[config.mk]
export PLATFORM = sky130hd
export DESIGN_NAME = tsmap_top
export DESIGN_NICKNAME = d
export VERILOG_FILES = /design/src/rtl/tsmap_pkg.sv /design/src/rtl/tsmap_cfg.sv /design/src/rtl/tsmap_seq.sv /design/src/rtl/tsmap_tx.sv /design/src/rtl/tsmap_rx.sv /design/src/rtl/tsmap_top.sv
export SDC_FILE = /design/constraint.sdc
export NUM_CORES = 1
export LEC_CHECK = 0
export ABC_AREA = 1
export BUFFER_PORTS_ARGS = -buffer_cell sky130_fd_sc_hd__buf_2
export CELL_PAD_IN_SITES_DETAIL_PLACEMENT = 0
export CELL_PAD_IN_SITES_GLOBAL_PLACEMENT = 1
export CORE_MARGIN = 2
export CORE_UTILIZATION = 43
export CTS_BUF_LIST = sky130_fd_sc_hd__clkbuf_8
export CTS_CLUSTER_SIZE = 25
export DETAILED_ROUTE_END_ITERATION = 10
export GPL_TIMING_DRIVEN = 0
export PLACE_DENSITY = 0.79
export RECOVER_POWER = 50
export SETUP_SLACK_MARGIN = 0.2
export SLEW_MARGIN = 20
export SYNTH_ARGS = -nofsm -noshare
export SYNTH_HDL_FRONTEND = slang
export SYNTH_SLANG_ARGS = --single-unit
[constraint.sdc]
create_clock -name clk -period 6.4 [get_ports clk]
set_clock_uncertainty 0.15 [all_clocks]
set_input_delay 1.92 -clock clk [delete_from_list [all_inputs] [get_ports clk]]
set_output_delay 1.92 -clock clk [all_outputs]
set_load 0.1 [all_outputs]
[src/rtl/tsmap_pkg.sv]
package tsmap_pkg;
  localparam int SLOT_W = 32;
  localparam int HALF_W = 16;
  localparam int POS_W  = 5;
  localparam int CHF_W  = 4;

  typedef enum logic [1:0] {
    MODE_IDLE   = 2'b00,
    MODE_SAMPLE = 2'b01,
    MODE_COMPAT = 2'b10,
    MODE_RSVD   = 2'b11
  } map_mode_e;

  typedef struct packed {
    logic             en;
    logic [POS_W-1:0] pos;
    logic [CHF_W-1:0] ch;
  } slot_ent_t;

  function automatic slot_ent_t ent_from_reg(input logic [31:0] r);
    slot_ent_t e;
    e.en  = r[15];
    e.pos = r[12:8];
    e.ch  = r[3:0];
    return e;
  endfunction

  function automatic logic [31:0] ent_to_reg(input slot_ent_t e);
    return {16'd0, e.en, 2'b00, e.pos, 4'b0000, e.ch};
  endfunction

  // 16-bit width: pair placed MSB-first, starting pos bits below the top
  function automatic logic [SLOT_W-1:0] pack_wide(input logic [HALF_W-1:0] i,
                                                  input logic [HALF_W-1:0] q,
                                                  input logic [POS_W-1:0] pos);
    logic [SLOT_W-1:0] w;
    w = {i, q};
    return w >> pos;
  endfunction

  // 15-bit width: 30 data bits at the top, two unused LSBs
  function automatic logic [SLOT_W-1:0] pack_narrow(input logic [HALF_W-1:0] i,
                                                    input logic [HALF_W-1:0] q);
    return {i[14:0], q[14:0], 2'b00};
  endfunction

  function automatic logic [SLOT_W-1:0] unpack_wide(input logic [SLOT_W-1:0] w,
                                                    input logic [POS_W-1:0] pos);
    return w << pos;
  endfunction

  function automatic logic [SLOT_W-1:0] unpack_narrow(input logic [SLOT_W-1:0] w);
    return {1'b0, w[31:17], 1'b0, w[16:2]};
  endfunction

  function automatic logic mode_is_idle(input map_mode_e m);
    return (m == MODE_IDLE) || (m == MODE_RSVD);
  endfunction
endpackage

[src/rtl/tsmap_cfg.sv]
module tsmap_cfg
  import tsmap_pkg::*;
#(
  parameter int NUM_SLOTS = 16,
  parameter int IDX_W     = $clog2(NUM_SLOTS)
) (
  input  logic              clk,
  input  logic              rst_n,
  input  logic              cpu_wr,
  input  logic [1:0]        cpu_addr,
  input  logic [31:0]       cpu_wdata,
  output logic [31:0]       cpu_rdata,
  input  logic              tx_load,
  input  logic              rx_load,
  input  logic [IDX_W-1:0]  tx_idx,
  input  logic [IDX_W-1:0]  rx_idx,
  output slot_ent_t         tx_ent,
  output slot_ent_t         rx_ent,
  output map_mode_e         mode,
  output logic              wide16,
  output logic [IDX_W-1:0]  len_m1,
  output logic [IDX_W-1:0]  spare
);
  localparam logic [1:0] A_IDX = 2'd0;
  localparam logic [1:0] A_RXE = 2'd1;
  localparam logic [1:0] A_TXE = 2'd2;
  localparam logic [1:0] A_CTL = 2'd3;

  logic [IDX_W-1:0] sel_idx;
  logic             sel_ok;
  slot_ent_t        tx_shd [NUM_SLOTS];
  slot_ent_t        rx_shd [NUM_SLOTS];
  slot_ent_t        tx_act [NUM_SLOTS];
  slot_ent_t        rx_act [NUM_SLOTS];
  logic             unused_bits;

  assign sel_ok      = int'(sel_idx) < NUM_SLOTS;
  assign unused_bits = ^{cpu_wdata[31:20], cpu_wdata[7:5]};

  always_ff @(posedge clk) begin
    if (!rst_n) begin
      sel_idx <= '0;
      mode    <= MODE_IDLE;
      wide16  <= 1'b0;
      len_m1  <= '0;
      spare   <= '0;
      for (int s = 0; s < NUM_SLOTS; s++) begin
        tx_shd[s] <= '0;
        rx_shd[s] <= '0;
      end
    end else if (cpu_wr) begin
      case (cpu_addr)
        A_IDX: sel_idx <= cpu_wdata[IDX_W-1:0];
        A_RXE: if (sel_ok) rx_shd[sel_idx] <= ent_from_reg(cpu_wdata);
        A_TXE: if (sel_ok) tx_shd[sel_idx] <= ent_from_reg(cpu_wdata);
        default: begin
          mode   <= map_mode_e'(cpu_wdata[1:0]);
          wide16 <= cpu_wdata[4];
          len_m1 <= cpu_wdata[8 +: IDX_W];
          spare  <= cpu_wdata[16 +: IDX_W];
        end
      endcase
    end
  end

  // working tables: refreshed only at a block boundary (or while idle)
  always_ff @(posedge clk) begin
    if (!rst_n) begin
      for (int s = 0; s < NUM_SLOTS; s++) begin
        tx_act[s] <= '0;
        rx_act[s] <= '0;
      end
    end else begin
      if (tx_load) begin
        for (int s = 0; s < NUM_SLOTS; s++) tx_act[s] <= tx_shd[s];
      end
      if (rx_load) begin
        for (int s = 0; s < NUM_SLOTS; s++) rx_act[s] <= rx_shd[s];
      end
    end
  end

  always_comb begin
    tx_ent = (int'(tx_idx) < NUM_SLOTS) ? tx_act[tx_idx] : '0;
    rx_ent = (int'(rx_idx) < NUM_SLOTS) ? rx_act[rx_idx] : '0;
  end

  always_comb begin
    cpu_rdata = '0;
    case (cpu_addr)
      A_IDX: cpu_rdata[IDX_W-1:0] = sel_idx;
      A_RXE: if (sel_ok) cpu_rdata = ent_to_reg(rx_shd[sel_idx]);
      A_TXE: if (sel_ok) cpu_rdata = ent_to_reg(tx_shd[sel_idx]);
      A_CTL: begin
        cpu_rdata[1:0]          = mode;
        cpu_rdata[4]            = wide16;
        cpu_rdata[8 +: IDX_W]   = len_m1;
        cpu_rdata[16 +: IDX_W]  = spare;
      end
      default: cpu_rdata = '0;
    endcase
  end
endmodule

[src/rtl/tsmap_seq.sv]
module tsmap_seq #(
  parameter int IDX_W = 4
) (
  input  logic             clk,
  input  logic             rst_n,
  input  logic             adv,
  input  logic             idle,
  input  logic             stuff_en,
  input  logic [IDX_W-1:0] len_m1,
  input  logic [IDX_W-1:0] spare,
  output logic [IDX_W-1:0] cnt,
  output logic             wrap,
  output logic             spare_slot,
  output logic             load
);
  logic [IDX_W:0] reach;

  assign wrap  = adv && !idle && (cnt >= len_m1);
  assign load  = idle || wrap;
  assign reach = {1'b0, cnt} + {1'b0, spare};
  assign spare_slot = stuff_en && (spare != '0) && (reach > {1'b0, len_m1});

  always_ff @(posedge clk) begin
    if (!rst_n)      cnt <= '0;
    else if (idle)   cnt <= '0;
    else if (adv)    cnt <= wrap ? '0 : cnt + 1'b1;
  end
endmodule

[src/rtl/tsmap_tx.sv]
module tsmap_tx
  import tsmap_pkg::*;
#(
  parameter int NUM_CH = 4
) (
  input  logic                     clk,
  input  logic                     rst_n,
  input  logic                     req,
  input  slot_ent_t                ent,
  input  logic                     suppress,
  input  logic                     wide16,
  input  logic [NUM_CH*HALF_W-1:0] tx_i,
  input  logic [NUM_CH*HALF_W-1:0] tx_q,
  output logic [SLOT_W-1:0]        tx_word,
  output logic                     tx_word_vld,
  output logic [NUM_CH-1:0]        tx_take
);
  logic              hit;
  logic [HALF_W-1:0] sel_i, sel_q;
  logic [SLOT_W-1:0] nxt_word;
  logic [NUM_CH-1:0] take_oh;

  assign hit = req && ent.en && !suppress && (int'(ent.ch) < NUM_CH);

  always_comb begin
    sel_i = '0;
    sel_q = '0;
    for (int c = 0; c < NUM_CH; c++) begin
      if (ent.ch == CHF_W'(c)) begin
        sel_i = tx_i[c*HALF_W +: HALF_W];
        sel_q = tx_q[c*HALF_W +: HALF_W];
      end
    end
  end

  for (genvar c = 0; c < NUM_CH; c++) begin : g_take
    assign take_oh[c] = hit && (ent.ch == CHF_W'(c));
  end

  always_comb begin
    if (!hit)        nxt_word = '0;
    else if (wide16) nxt_word = pack_wide(sel_i, sel_q, ent.pos);
    else             nxt_word = pack_narrow(sel_i, sel_q);
  end

  always_ff @(posedge clk) begin
    if (!rst_n) begin
      tx_word     <= '0;
      tx_word_vld <= 1'b0;
      tx_take     <= '0;
    end else begin
      tx_word     <= nxt_word;
      tx_word_vld <= req;
      tx_take     <= take_oh;
    end
  end
endmodule

[src/rtl/tsmap_rx.sv]
module tsmap_rx
  import tsmap_pkg::*;
#(
  parameter int NUM_CH = 4
) (
  input  logic              clk,
  input  logic              rst_n,
  input  logic              vld,
  input  logic [SLOT_W-1:0] word,
  input  slot_ent_t         ent,
  input  logic              suppress,
  input  logic              wide16,
  output logic [HALF_W-1:0] rx_i,
  output logic [HALF_W-1:0] rx_q,
  output logic [NUM_CH-1:0] rx_vld
);
  logic              hit;
  logic [SLOT_W-1:0] un;
  logic [NUM_CH-1:0] vld_oh;

  assign hit = vld && ent.en && !suppress && (int'(ent.ch) < NUM_CH);
  assign un  = wide16 ? unpack_wide(word, ent.pos) : unpack_narrow(word);

  for (genvar c = 0; c < NUM_CH; c++) begin : g_vld
    assign vld_oh[c] = hit && (ent.ch == CHF_W'(c));
  end

  always_ff @(posedge clk) begin
    if (!rst_n) begin
      rx_i   <= '0;
      rx_q   <= '0;
      rx_vld <= '0;
    end else begin
      rx_i   <= hit ? un[31:16] : '0;
      rx_q   <= hit ? un[15:0]  : '0;
      rx_vld <= vld_oh;
    end
  end
endmodule

[src/rtl/tsmap_top.sv]
module tsmap_top
  import tsmap_pkg::*;
#(
  parameter int NUM_CH    = 4,
  parameter int NUM_SLOTS = 16,
  localparam int IDX_W    = $clog2(NUM_SLOTS)
) (
  input  logic                     clk,
  input  logic                     rst_n,
  input  logic                     cpu_wr,
  input  logic [1:0]               cpu_addr,
  input  logic [31:0]              cpu_wdata,
  output logic [31:0]              cpu_rdata,
  input  logic [NUM_CH*16-1:0]     tx_i,
  input  logic [NUM_CH*16-1:0]     tx_q,
  output logic [NUM_CH-1:0]        tx_take,
  input  logic                     tx_slot_req,
  output logic [31:0]              tx_word,
  output logic                     tx_word_vld,
  input  logic [31:0]              rx_word,
  input  logic                     rx_word_vld,
  output logic [15:0]              rx_i,
  output logic [15:0]              rx_q,
  output logic [NUM_CH-1:0]        rx_vld
);
  map_mode_e        mode;
  logic             wide16;
  logic [IDX_W-1:0] len_m1, spare;
  logic             map_idle, stuff_en;
  logic [IDX_W-1:0] tx_cnt, rx_cnt;
  logic             tx_wrap, rx_wrap, tx_spare, rx_spare, tx_load, rx_load;
  slot_ent_t        tx_ent, rx_ent;

  assign map_idle = mode_is_idle(mode);
  assign stuff_en = (mode == MODE_COMPAT) && wide16;

  tsmap_cfg #(.NUM_SLOTS(NUM_SLOTS), .IDX_W(IDX_W)) u_cfg (
    .clk(clk), .rst_n(rst_n),
    .cpu_wr(cpu_wr), .cpu_addr(cpu_addr), .cpu_wdata(cpu_wdata), .cpu_rdata(cpu_rdata),
    .tx_load(tx_load), .rx_load(rx_load), .tx_idx(tx_cnt), .rx_idx(rx_cnt),
    .tx_ent(tx_ent), .rx_ent(rx_ent),
    .mode(mode), .wide16(wide16), .len_m1(len_m1), .spare(spare)
  );

  tsmap_seq #(.IDX_W(IDX_W)) u_tx_seq (
    .clk(clk), .rst_n(rst_n), .adv(tx_slot_req), .idle(map_idle), .stuff_en(stuff_en),
    .len_m1(len_m1), .spare(spare), .cnt(tx_cnt), .wrap(tx_wrap),
    .spare_slot(tx_spare), .load(tx_load)
  );

  tsmap_seq #(.IDX_W(IDX_W)) u_rx_seq (
    .clk(clk), .rst_n(rst_n), .adv(rx_word_vld), .idle(map_idle), .stuff_en(stuff_en),
    .len_m1(len_m1), .spare(spare), .cnt(rx_cnt), .wrap(rx_wrap),
    .spare_slot(rx_spare), .load(rx_load)
  );

  tsmap_tx #(.NUM_CH(NUM_CH)) u_tx (
    .clk(clk), .rst_n(rst_n), .req(tx_slot_req), .ent(tx_ent),
    .suppress(tx_spare || map_idle), .wide16(wide16),
    .tx_i(tx_i), .tx_q(tx_q),
    .tx_word(tx_word), .tx_word_vld(tx_word_vld), .tx_take(tx_take)
  );

  tsmap_rx #(.NUM_CH(NUM_CH)) u_rx (
    .clk(clk), .rst_n(rst_n), .vld(rx_word_vld), .word(rx_word), .ent(rx_ent),
    .suppress(rx_spare || map_idle), .wide16(wide16),
    .rx_i(rx_i), .rx_q(rx_q), .rx_vld(rx_vld)
  );
endmodule

==> impl_metrics.yaml <==
timing:
  fmax_ghz: 0.1591
  hold_violations: 0
  min_period_over_period: 0.9820
  maxSlewHeadroom: -0.6515
  drv_slew: 142
  worst_pin_slew_ns: 2.471
  setup_violations: 0
  rsz0062_at_grt: "yes"
  fin_crit_ns: 6.285
power_and_ir_drop:
  combPwrFrac: 0.177
  total_power_mw: 12.01
  p_leak_nw: 19.03
  pwr-share-clk: 0.347
  seq_power_share: 0.476
  peakVddDrop_uv: 186.1
  p_sw_mw: 3.778
  powerDensity_mw_per_mm2: 276.3
  swShare: 0.3147
  p_int_mw: 8.228
global_routing:
  grt_pass1_wl_um: 223000
  track_usage: 0.3437
  grt_overflow: 0
  grt_start_max_net_pins: 106
  grt_pass1_vias: 32310
  antenna_found_initial: 8
hold_path:
  whs_path_depth: 2
  min-delay-start: "u_cfg.mode[0]"
  hold_end: "u_cfg.mode[0]"
  hold_class: "flop to flop"
run:
  cap_violations: 3
yosys:
  syn_area_per_cell_um2: 8.673
  yosys-top-cells-area: "edfxtp_1 50%, nor2_1 7.5%, nand2_1 7.0%"
  yosysMostFrequentCell: "nor2_1"
  ys_warn_count: 0
  synthArstFlopShare: 0
  synth_top_area_cell: "edfxtp_1"
  syn-instance-count: 4400
  ys.flop_type: "edfxtp_1"
  synth_top_area_frac: 0.5036
  synth.ff_latch_count: 748
  yosys-top-cells-count: "763 x nor2_1, 711 x nand2_1, 640 x edfxtp_1"
  synth_area_mm2: 0.03816
  synth_cell_types: 57
  seq_area_frac_synth: 0.5603
  synth_edf_count: 640
floorplanning:
  start_util: 0.4332
  core_mm2: 0.08810
  fp.dieH_um: 301.9
  die_x_um: 301.9
  rows: 109
  dieArea_mm2: 0.09115
  io_pins: 304
routing:
  drt_pass1_iterations: 7
  drt-total-wl_um: 159500
  drc: 0
  ant_nets: 0
  drt-vias-per-instance: 5.726
  first_iter_violations: 4914
  wl_per_cell_um: 26.22
  vias: 34830
critical_path:
  critical_path.top_delay_family: "buffers and inverters"
  arrival_ns: 4.21
  end_kind: "output pin"
  crit_path_start_kind: "flop"
  r2r-end: "u_tx.tx_word[6]"
  slowest_stage: "clkbuf_2"
  critical_path_depth: 10
  critPathMaxStageDelay_ns: 0.52
  cp_num_buf_inv: 5
  r2r_cells: 15
  path_cells: "clkbuf_1 > clkbuf_1 > clkbuf_2 > o21ai_0 > nand3_1 > nand3_1 > a21oi_1 > o32ai_2 > inv_1 > buf_2"
  crit_type: "flop to output pin"
  cp.required_ns: 4.33
  crit_fanout: 10
  reg2reg_setup_slack_ns: 0.79
place:
  gp_congestion: 0.9890
  port_buffers: 267
  dp_hpwl_um: 120300
  dp_cells: 5852
clocking:
  clk_latency_ns: 0.83
  path_clk_slew_ns: 0.06
  cts_buffers: 131
  cts-root-buf: "clkbuf_8"
  tritoncts: "yes"
  cts.sinks: 748
  holdBufCountCts: 0
  htreeDepth: 4
  clk_path_buf_depth: 3
final_layout:
  nNetsFinal: 5054
  drive_gt1_frac: 0.1144
  final_cells: 6083
  area_growth_syn_to_layout_pct: 13.86
outcome:
  status: "finished with violations"
  violations: "capacitance limit, slew limit"
[cell families after synthesis]
kind of cell               share of synthesized area
xor gates and xnor gates                    0.001836
buffers and inverters                        0.09056
AOI/OAI and AO/OA                             0.1145
adders and majority gates                    0.01187
DFF                                           0.5603
other                                     0.00009827
and+or+nand+nor                               0.2188
muxes                                       0.002098
[sequential cells by signal (all words and copies together) (netlist names), named ones only]
signal            count
u_cfg.len_m1          4
u_cfg.mode            2
u_cfg.rx_act        160
u_cfg.rx_shd        160
u_cfg.sel_idx         4
u_cfg.spare           4
u_cfg.tx_act        160
u_cfg.tx_shd        160
u_cfg.wide16          1
u_rx.rx_i            16
u_rx.rx_q            16
u_rx.rx_vld           4
u_rx_seq.cnt          4
u_tx.tx_take          4
u_tx.tx_word         32
u_tx.tx_word_vld      1
u_tx_seq.cnt          4
[power by group through the flow]
stage	clock [mW]	combinational [mW]	sequential, mW
after floorplan	0	1.27	5.76
after global placement	0	2.04	5.81
after detailed placement	0	2.05	5.80
after CTS	4.17	2.06	5.70
after global routing	4.38	2.26	5.73
final	4.17	2.13	5.71
[layout by cell type (no fill, tap or decap), types with 11 or more instances in the layout]
| master | Yosys | layout |
|---|---|---|
| nor2_1 | 763 | 765 |
| nand2_1 | 711 | 710 |
| edfxtp_1 | 640 | 640 |
| inv_1 | 483 | 517 |
| nand3_1 | 436 | 436 |
| o21ai_0 | 396 | 398 |
| buf_2 | 77 | 267 |
| clkbuf_1 | 196 | 252 |
| a21oi_1 | 194 | 194 |
| clkbuf_8 | 0 | 138 |
| dfxtp_1 | 108 | 108 |
| o221ai_1 | 52 | 52 |
| o211ai_1 | 50 | 50 |
| ha_1 | 33 | 33 |
| buf_4 | 32 | 32 |
| clkinv_1 | 4 | 31 |
| nand4_1 | 28 | 28 |
| o22ai_1 | 18 | 18 |
| conb_1 | 1 | 17 |
| clkbuf_2 | 0 | 16 |
| buf_6 | 14 | 15 |
| inv_2 | 14 | 13 |
| nor3_1 | 11 | 12 |
| clkinv_2 | 0 | 12 |
| clkbuf_4 | 0 | 11 |
[layout make-up]
type	count	area [um2]
multi-input combinational	2835	13380
fill	8677	44650
timing repair buffer	271	1329
clock buffer	138	1899
clock inverter	88	490.5
tap	1165	1458
inverter	502	1892
sequential	748	21380
antenna	5	12.51
buffer	331	1613
[worst reg2reg max path, cell delays in order (launching register included)]
cell	delay [ns]
dfxtp_1	0.35
clkbuf_1	0.71
clkbuf_1	0.56
clkbuf_1	0.55
clkbuf_1	0.68
o21ai_0	0.21
o221ai_1	0.38
o211ai_1	0.14
nand2_1	0.16
nand4_1	0.09
nor2_1	0.36
clkinv_1	0.19
nor3_1	0.29
clkbuf_1	0.41
o21ai_0	0.21
nand2_1	0.10
[per-layer routing]
layer / part of all wire / vias to the layer above / GRT usage / routed length, um
li1: - / 15580 / - / -
met1: 0.39 / 16360 / 0.4547 / 61970
met2: 0.43 / 2469 / 0.5109 / 68290
met3: 0.13 / 420 / 0.1113 / 21400
met4: 0.048 / 8 / 0.1621 / 7725
met5: 0.00073 / - / 0.006729 / 117
[worst max-delay path by stage]
stage	start	end	slack [ns]
2_1_floorplan	cpu_addr[0]	cpu_rdata[12]	1.08
3_5_place_dp	cpu_addr[0]	cpu_rdata[9]	0.26
4_1_cts	flop	cpu_rdata[0]	0.22
5_1_grt	flop	cpu_rdata[9]	0.15
6_report	flop	cpu_rdata[1]	0.12
3_3_place_gp	rst_n	flop	-0.72
[timing repair]
action | 4_1_cts | 5_1_grt
buffers inserted | 0 | 0
setup endpoints to repair | 10 | 10
resized for setup | 34 | 36
[through the flow]
step / worst slack [ns] / hold WS (ns) / util / instance area [um2] / TNS [ns]
floorplan: 1.081 / 0.3000 / - / 38230 / 0
global placement: -0.7201 / 0.3394 / 0.4656 / 41020 / -110.98
detailed placement: 0.2570 / 0.3499 / 0.4669 / 41130 / 0
CTS: 0.2163 / 0.3578 / 0.4947 / 43590 / 0
global route: 0.1535 / 0.4041 / 0.4931 / 43450 / 0
finish: 0.1152 / 0.3590 / 0.4932 / 43450 / 0
(Power assumes the default switching activity.)
